<file path="src/rtl/pwr_pkg.sv">
package pwr_pkg;
    typedef enum logic [2:0] {
        M_IDLE,
        M_ADCQ,
        M_PDOWN,
        M_PSAVE,
        M_STBY,
        M_XSTBY
    } smode_t;

    typedef enum logic [1:0] {
        ST_ACTIVE,
        ST_SLEEP,
        ST_WAKE
    } pstate_t;
endpackage

</file>
<file path="src/rtl/pwr_mode_decode.sv">
module pwr_mode_decode
    import pwr_pkg::*;
(
    input  logic [2:0] code,
    input  logic       xtal,
    output logic       valid,
    output smode_t     mode,
    output logic       shallow
);
    always_comb begin
        valid = 1'b1;
        mode  = M_IDLE;
        unique case (code)
            3'b000:  mode = M_IDLE;
            3'b001:  mode = M_ADCQ;
            3'b010:  mode = M_PDOWN;
            3'b011:  mode = M_PSAVE;
            3'b110:  mode = xtal ? M_STBY  : M_PDOWN;
            3'b111:  mode = xtal ? M_XSTBY : M_PSAVE;
            default: valid = 1'b0;
        endcase
        shallow = (mode == M_IDLE) || (mode == M_ADCQ);
    end
endmodule

</file>
<file path="src/rtl/pwr_wake_timer.sv">
module pwr_wake_timer #(
    parameter int MAXV = 16,
    localparam int CW = $clog2(MAXV + 1)
) (
    input  logic          clk,
    input  logic          rst_n,
    input  logic          load,
    input  logic [CW-1:0] load_val,
    output logic [CW-1:0] count,
    output logic          done
);
    always_ff @(posedge clk or negedge rst_n) begin
        if (!rst_n)
            count <= '0;
        else if (load)
            count <= load_val;
        else if (count != '0)
            count <= count - 1'b1;
    end

    assign done = (count == '0);

    // countdown never exceeds the longest wake window
    a_r10_count_bounded: assert property (@(posedge clk) disable iff (!rst_n)
        32'(count) <= MAXV);
endmodule

</file>
<file path="src/rtl/pwr_gate_reg.sv">
module pwr_gate_reg #(
    parameter int NPERIPH = 4,
    parameter int DW = 8
) (
    input  logic               clk,
    input  logic               rst_n,
    input  logic               prr_we,
    input  logic [NPERIPH-1:0] prr_wdata,
    input  logic               io_clk_en,
    input  logic [NPERIPH-1:0] bus_sel,
    input  logic               bus_rd,
    input  logic               bus_wr,
    input  logic [DW-1:0]      bus_rdata_in,
    output logic [NPERIPH-1:0] periph_clk_en,
    output logic [NPERIPH-1:0] periph_rd_en,
    output logic [NPERIPH-1:0] periph_wr_en,
    output logic [DW-1:0]      bus_rdata_out
);
    logic [NPERIPH-1:0] prr_q;
    logic               blocked;

    always_ff @(posedge clk or negedge rst_n) begin
        if (!rst_n)
            prr_q <= '0;
        else if (prr_we)
            prr_q <= prr_wdata;
    end

    for (genvar i = 0; i < NPERIPH; i++) begin : g_per
        assign periph_clk_en[i] = io_clk_en & ~prr_q[i];
        assign periph_rd_en[i]  = bus_sel[i] & bus_rd & ~prr_q[i];
        assign periph_wr_en[i]  = bus_sel[i] & bus_wr & ~prr_q[i];
    end

    assign blocked       = |(bus_sel & prr_q);
    assign bus_rdata_out = blocked ? '0 : bus_rdata_in;

    // a one-hot select can reach at most one peripheral
    a_r13_single_target: assert property (@(posedge clk) disable iff (!rst_n)
        $onehot0(bus_sel) |-> $onehot0(periph_rd_en | periph_wr_en));
endmodule

</file>
<file path="src/rtl/pwr_sleep_ctrl.sv">
module pwr_sleep_ctrl
    import pwr_pkg::*;
#(
    parameter int NPERIPH   = 4,
    parameter int DW        = 8,
    parameter int FAST_WAKE = 6,
    parameter int SLOW_WAKE = 16
) (
    input  logic               clk,
    input  logic               rst_n,
    input  logic [2:0]         mode_sel,
    input  logic               sleep_req,
    input  logic               wake_evt,
    input  logic               xtal_opt,
    input  logic               t2_async,
    input  logic               prr_we,
    input  logic [NPERIPH-1:0] prr_wdata,
    input  logic [NPERIPH-1:0] bus_sel,
    input  logic               bus_rd,
    input  logic               bus_wr,
    input  logic [DW-1:0]      bus_rdata_in,
    output logic               cpu_clk_en,
    output logic               io_clk_en,
    output logic               t2_clk_en,
    output logic               osc_en,
    output logic [NPERIPH-1:0] periph_clk_en,
    output logic [NPERIPH-1:0] periph_rd_en,
    output logic [NPERIPH-1:0] periph_wr_en,
    output logic [DW-1:0]      bus_rdata_out,
    output logic               wake_done
);
    localparam int MAXW = (FAST_WAKE > SLOW_WAKE) ? FAST_WAKE : SLOW_WAKE;
    localparam int CW   = $clog2(MAXW + 1);
    localparam logic [CW-1:0] FAST_LD = CW'(FAST_WAKE - 1);
    localparam logic [CW-1:0] SLOW_LD = CW'(SLOW_WAKE - 1);

    pstate_t       state, state_n;
    smode_t        mode_q, dec_mode;
    logic          dec_valid, dec_shallow, shallow_q;
    logic          tmr_load, tmr_done;
    logic [CW-1:0] tmr_val, tmr_cnt;

    pwr_mode_decode u_dec (
        .code    (mode_sel),
        .xtal    (xtal_opt),
        .valid   (dec_valid),
        .mode    (dec_mode),
        .shallow (dec_shallow)
    );

    pwr_wake_timer #(.MAXV(MAXW)) u_tmr (
        .clk      (clk),
        .rst_n    (rst_n),
        .load     (tmr_load),
        .load_val (tmr_val),
        .count    (tmr_cnt),
        .done     (tmr_done)
    );

    pwr_gate_reg #(.NPERIPH(NPERIPH), .DW(DW)) u_gate (
        .clk           (clk),
        .rst_n         (rst_n),
        .prr_we        (prr_we),
        .prr_wdata     (prr_wdata),
        .io_clk_en     (io_clk_en),
        .bus_sel       (bus_sel),
        .bus_rd        (bus_rd),
        .bus_wr        (bus_wr),
        .bus_rdata_in  (bus_rdata_in),
        .periph_clk_en (periph_clk_en),
        .periph_rd_en  (periph_rd_en),
        .periph_wr_en  (periph_wr_en),
        .bus_rdata_out (bus_rdata_out)
    );

    // next state and countdown load
    always_comb begin
        state_n  = state;
        tmr_load = 1'b0;
        tmr_val  = ((mode_q == M_STBY) || (mode_q == M_XSTBY)) ? FAST_LD : SLOW_LD;
        unique case (state)
            ST_ACTIVE: if (sleep_req && dec_valid) state_n = ST_SLEEP;
            ST_SLEEP: begin
                if (wake_evt) begin
                    if (shallow_q) begin
                        state_n = ST_ACTIVE;
                    end else begin
                        state_n  = ST_WAKE;
                        tmr_load = 1'b1;
                    end
                end
            end
            ST_WAKE:   if (tmr_done) state_n = ST_ACTIVE;
            default:   state_n = ST_ACTIVE;
        endcase
    end

    // state register
    always_ff @(posedge clk or negedge rst_n) begin
        if (!rst_n) begin
            state     <= ST_ACTIVE;
            mode_q    <= M_IDLE;
            shallow_q <= 1'b1;
            wake_done <= 1'b0;
        end else begin
            state     <= state_n;
            wake_done <= (state != ST_ACTIVE) && (state_n == ST_ACTIVE);
            if (state == ST_ACTIVE && sleep_req && dec_valid) begin
                mode_q    <= dec_mode;
                shallow_q <= dec_shallow;
            end
        end
    end

    // domain enables
    always_comb begin
        cpu_clk_en = 1'b0;
        io_clk_en  = 1'b0;
        t2_clk_en  = 1'b0;
        osc_en     = 1'b0;
        unique case (state)
            ST_ACTIVE: begin
                cpu_clk_en = 1'b1;
                io_clk_en  = 1'b1;
                t2_clk_en  = 1'b1;
                osc_en     = 1'b1;
            end
            ST_SLEEP, ST_WAKE: begin
                io_clk_en = (state == ST_SLEEP) && (mode_q == M_IDLE);
                osc_en    = (state == ST_WAKE) || (mode_q == M_IDLE) || (mode_q == M_ADCQ)
                            || (mode_q == M_STBY) || (mode_q == M_XSTBY);
                unique case (mode_q)
                    M_IDLE:                     t2_clk_en = 1'b1;
                    M_ADCQ, M_PSAVE, M_XSTBY:   t2_clk_en = t2_async;
                    default:                    t2_clk_en = 1'b0;
                endcase
            end
            default: ;
        endcase
    end

    // a reserved code keeps the CPU clock running
    a_r2_reserved_ignored: assert property (@(posedge clk) disable iff (!rst_n)
        (state == ST_ACTIVE && sleep_req && mode_sel[2:1] == 2'b10) |=> cpu_clk_en);

    // a wake event during the countdown never reloads it
    a_r11_no_restart: assert property (@(posedge clk) disable iff (!rst_n)
        (state == ST_WAKE && $past(state) == ST_WAKE) |-> (tmr_cnt == $past(tmr_cnt) - 1'b1));

    // the wake-done flag is a single-cycle pulse
    a_r10_done_pulse: assert property (@(posedge clk) disable iff (!rst_n)
        wake_done |=> !wake_done);

    // no peripheral clock without the I/O clock
    a_r12_deep_gated: assert property (@(posedge clk) disable iff (!rst_n)
        !io_clk_en |-> (periph_clk_en == '0));
endmodule

</file>
<file path="config.mk">
export PLATFORM = sky130hd
export DESIGN_NAME = pwr_sleep_ctrl
export DESIGN_NICKNAME = d
export VERILOG_FILES = /design/src/rtl/pwr_pkg.sv /design/src/rtl/pwr_mode_decode.sv /design/src/rtl/pwr_wake_timer.sv /design/src/rtl/pwr_gate_reg.sv /design/src/rtl/pwr_sleep_ctrl.sv
export SDC_FILE = /design/constraint.sdc
export NUM_CORES = 1
export LEC_CHECK = 0
export ABC_AREA = 0
export BUFFER_PORTS_ARGS = -buffer_cell sky130_fd_sc_hd__buf_4
export CORE_ASPECT_RATIO = 1.1
export CORE_MARGIN = 4
export CORE_UTILIZATION = 28
export CTS_CLUSTER_SIZE = 10
export DETAILED_ROUTE_END_ITERATION = 10
export GPL_ROUTABILITY_DRIVEN = 0
export HOLD_SLACK_MARGIN = 0.03
export PLACE_DENSITY = 0.62
export SYNTH_ARGS = -nofsm -noshare
export SYNTH_HDL_FRONTEND = slang
export SYNTH_SLANG_ARGS = --single-unit
</file>
<file path="constraint.sdc">
create_clock -name clk -period 3 [get_ports clk]
set_clock_uncertainty 0.2 [all_clocks]
set_input_delay 0.3 -clock clk [delete_from_list [all_inputs] [get_ports clk]]
set_output_delay 0.3 -clock clk [all_outputs]
set_load 0.02 [all_outputs]
</file>
Word level (Yosys, flattened, before mapping)
Index checks and enable logic that the tools add are counted.

Register bits after elaboration: 16. Input port bits: 28. Word-level logic and storage cells: 89.

$add $sub $neg: 1. Eq/ne operators: 12. Muxes and demuxes: 21. Bitwise operators: 25. Reduce and logical (&&, ||, !) cells: 24.

Operators with widths (number): $and A1 B1 Y1 (20); $pmux W3 S5 (1); $eq A3 B3 Y1 const B (4); $mux W5 (2); $eq A3 B1 Y1 const B (3); $eq A3 B2 Y1 const B (3); $logic_not A3 Y1 (3); $mux W2 (4); $mux W8 (1); $pmux W1 S2 (4); $logic_or A1 B1 Y1 (6); $mux W3 (2); $pmux W2 S3 (1); $reduce_or A6 Y1 (1); $logic_and A1 B1 Y1 (5); $logic_not A5 Y1 (1); $mux W1 (5); $reduce_bool A5 Y1 (1); $sub A5 B1 Y5 const B (1); $and A4 B4 Y4 (1); $logic_not A2 Y1 (2); $mux W4 (1); $not A1 Y1 (4); $reduce_bool A2 Y1 (2); other kinds (5) (5).

Longest topological paths before layout
Word-level depth: 8. Mapped depth: 6. Mapped depth without buffers: 5.

Hierarchy
A second synthesis with hierarchy kept.

Cells, all modules: 117. Area, all modules: 1158.6 um^2.

Modules (own cells, without submodules): pwr_sleep_ctrl (times used 1, cells an instance 47, area each 457.9 um^2); pwr_gate_reg (times used 1, cells an instance 38, area each 382.9 um^2); pwr_wake_timer (times used 1, cells an instance 27, area each 279.0 um^2); pwr_mode_decode (times used 1, cells an instance 5, area each 38.8 um^2).

Least setup slack after synthesis
Ideal clock, no wire load.

Kind: register to output. From: reg state[1]. To: out periph_clk_en[0]. Data arrival time: 1.554 ns. Data required time: 2.500 ns. Path slack: 0.946 ns. Stages on the path, launching flop included: 6. Buffers on the path: 1. Path through: dfrtp_1 inv_1 ha_1 buf_2 a21oi_1 nor3_1.

Word-level cells in the longest chain between the ends: 4. Elaborated cells on any way between the ends: 7.

RTL lines: start: declaration (RTL line pwr_sleep_ctrl.sv:37) `pstate_t state, state_n;`; start signal: assignment (RTL line pwr_sleep_ctrl.sv:106) `state <= state_n;`; $eq A2 B1 Y1 or $eq A2 B2 Y1 (tied branches) (RTL line pwr_sleep_ctrl.sv:121, pwr_sleep_ctrl.sv:129); $reduce_or A2 Y1 or $logic_and A1 B1 Y1 (tied branches) (RTL line pwr_sleep_ctrl.sv:121, pwr_sleep_ctrl.sv:129); $pmux W1 S2 (*) (RTL line pwr_sleep_ctrl.sv:121) `unique case (state)`; $and A1 B1 Y1 (*) (RTL line pwr_gate_reg.sv:30) `assign periph_clk_en[i] = io_clk_en & ~prr_q[i];`; end: declaration (RTL line pwr_sleep_ctrl.sv:26) `output logic [NPERIPH-1:0] periph_clk_en,`.

Mark *: on every way between the ends. The rest lies on a longest branch, timed or not.

Worst setup path in the final report
From: reg state[1]. To: out periph_clk_en[3].

Same word-level chain as after synthesis.

==> reports/metrics.yaml <==
status: "finished, final reports clean"
end_kind: "output pin"
internal_power_mw: 0.8058
rows: 23
ys_ff_latch: 16
synth_area_leaders: "dfrtp_1 35%, and3b_1 7.3%, ha_1 7.0%"
die_h_um: 73.02
switching_power_mw: 0.5661
switching_share_pct: 41.26
drt_pass1_iterations: 3
path_clk_slew_ns: 0.06
p_leak_nw: 0.7882
grt_pass1_wl_um: 4374
max-vdd-ir-drop_mv: 0.5541
fin_ws_ns: 0.6327
viasPerCell: 4.701
holdPathStages: 2
wire_per_inst_um: 12.76
area_delta_synth_final_pct: 47.33
vias: 1006
hold_path_class: "input port to register"
drtIter0Drc: 17
antenna_found_initial: 0
hold_start: "mode_sel[0]"
fin_crit_sh_pct: 78.91
ys_seq_area_share_pct: 37.33
power.total_mw: 1.372
relSlewSlack_pct: 71.74
routed_wl_um: 2730
h-tree-depth: 1
post-route-min-period_ns: 2.367
drv_cap: 0
rsz0062_at_grt: "no"
ios: 53
avgSynthCellArea_um2: 9.872
pwr-share-clk_pct: 13.3
clock_path_buffers: 2
syn_area_um2: 1076
r2r_start: "state[1]"
grt_max_degree: 17
slew_viol_final: 0
fmax_ghz: 0.4224
timing_worst_setup_path_type: "register to output pin"
track_usage_pct: 11.41
tritoncts: "yes"
yosys.cell_types.count: 35
ant_nets: 0
post_dp_cell_area_um2: 1520
fin_nets: 199
syn-num-nets: 143
layout-drive-gt1-share_pct: 42.07
worst-slew-pin-transition_ns: 0.4240
hold_viol: 0
reg2reg_depth: 4
drc: 0
critPathMaxFanout: 5
clock_sinks: 16
cts_buffers: 3
yosysTopAreaCellShare_pct: 34.88
start_util_pct: 29.21
cp_data_required_time_ns: 2.50
grt_overflow: 0
grt_pass1_vias: 1003
num_antenna_cells: 0
final-setup-viol-count: 0
die_area_um2: 4900
clock_latency_ns: 0.24
cp-startpoint: "state[1]"
synth_top_cell_by_area: "dfrtp_1"
syn_inst: 109
arrival_ns: 1.87
cp-start-kind: "register"
synth-warning-count: 0
fp.dieW_um: 67.11
dp_hpwl_um: 2340
combPwrFrac_pct: 57.7
io_buffers: 52
pwr-share-seq_pct: 29.0
place_ws_ns: 0.9164
power.density_nw_per_um2: 865.5
final_area_um2: 1585
tns_ns: 0
cts_root_buf: "clkbuf_8"
placeableCoreArea_um2: 3684
==> critical path: stages, from the launching register on <==
cell	delay, ns
dfrtp_1	0.42
inv_1	0.13
ha_1	0.23
nor4b_1	0.28
a21oi_1	0.21
nor3_1	0.18
buf_4	0.17
==> flip-flops by register name, indices dropped and copies added, names as in the netlist <==
register      cells
u_tmr.count       5
u_gate.prr_q      4
mode_q            3
state             2
shallow_q         1
wake_done         1
==> what timing repair did <==
action,4_1_cts,5_1_grt
endpoints found under the hold margin,16,0
hold buffers,1,0
setup buffers,0,0
gates resized for setup,0,0
==> cell families (layout without fill, tap and decap cells) <==
group | after synthesis | in the layout | synth area share [%]
muxes | 6 | 6 | 6.627
DFF | 16 | 16 | 37.33
and+or+nand+nor | 48 | 48 | 28.37
xor gates and xnor gates | 4 | 4 | 3.255
AOI/OAI and AO/OA | 21 | 21 | 14.54
adders and majority gates | 6 | 6 | 6.977
buffers and inverters | 8 | 63 | 2.906
==> stage by stage <==
| stage | hold WS (ns) | std cells | util [%] |
|---|---|---|---|
| floorplan | -0.1956 | 109 | - |
| global placement | -0.02765 | 209 | 41.27 |
| detailed placement | -0.02939 | 209 | 41.27 |
| CTS | 0.08781 | 214 | 43.04 |
| global route | 0.08844 | 214 | 43.04 |
| finish | 0.09079 | 214 | 43.04 |
==> area by class of cell <==
class,count,area (um2)
Fill cell,385,2098
Inverter,6,22.52
Sequential cell,16,401.6
Tap cell,50,62.56
Timing Repair Buffer,53,400.4
Multi-Input combinational cell,85,643.1
Clock buffer,4,55.05
==> power by group through the flow <==
stage | clock network, mW | logic, mW | registers [mW]
after global placement | 0 | 0.780 | 0.395
after global routing | 0.201 | 0.871 | 0.410
after CTS | 0.188 | 0.801 | 0.398
final | 0.182 | 0.792 | 0.398
after floorplan | 0 | 0.543 | 0.383
after detailed placement | 0 | 0.796 | 0.401
==> cells in the mapped netlist (all sizes together) <==
library cell and instances:
o21ai 4, o21a 1, and2 8, nand3 2, a22o 1, o31a 1, dfrtp 15, nand3b 1
a21o 1, nor4b 3, o2bb2ai 1, nor3b 1, clkbuf 1, or2 1, a221oi 2, and3b 9
xnor2 4, a211o 1, nor2 9, nand2 4, a21oi 5, a211oi 1, ha 6, dfstp 1
nor3 6, inv 6, buf 1, mux2 6, a31oi 1, nand2b 4, a21bo 2
==> metal layers <==
| metal | up-vias | global-route usage [%] | part of all wire, % |
|---|---|---|---|
| met5 | - | 0 | 0 |
| met4 | 0 | 2.027 | 0.62 |
| met3 | 2 | 3.390 | 12 |
| met2 | 48 | 21.40 | 47 |
| met1 | 460 | 12.60 | 41 |
| li1 | 496 | - | - |
==> path summary, 6_finish.rpt <==
kind	end	slack (ns)
worst min register to register	shallow_q	0.37
max in group asynchronous	shallow_q	2.11
worst max register to register	mode_q[0]	1.20
worst min-delay path	mode_q[0]	0.09
min in group asynchronous	mode_q[2]	0.25
worst max-delay path	periph_clk_en[3]	0.63
==> layout by cell type (no fill, tap or decap), drive strengths merged, types with 5 or more instances in the layout <==
| cell | instances |
|---|---|
| a21oi | 5 |
| mux2 | 6 |
| dfrtp | 15 |
| buf | 52 |
| and2 | 8 |
| and3b | 9 |
| inv | 6 |
| ha | 6 |
| nor3 | 6 |
| nor2 | 9 |
Note: power is estimated with default switching activity, not from simulation.
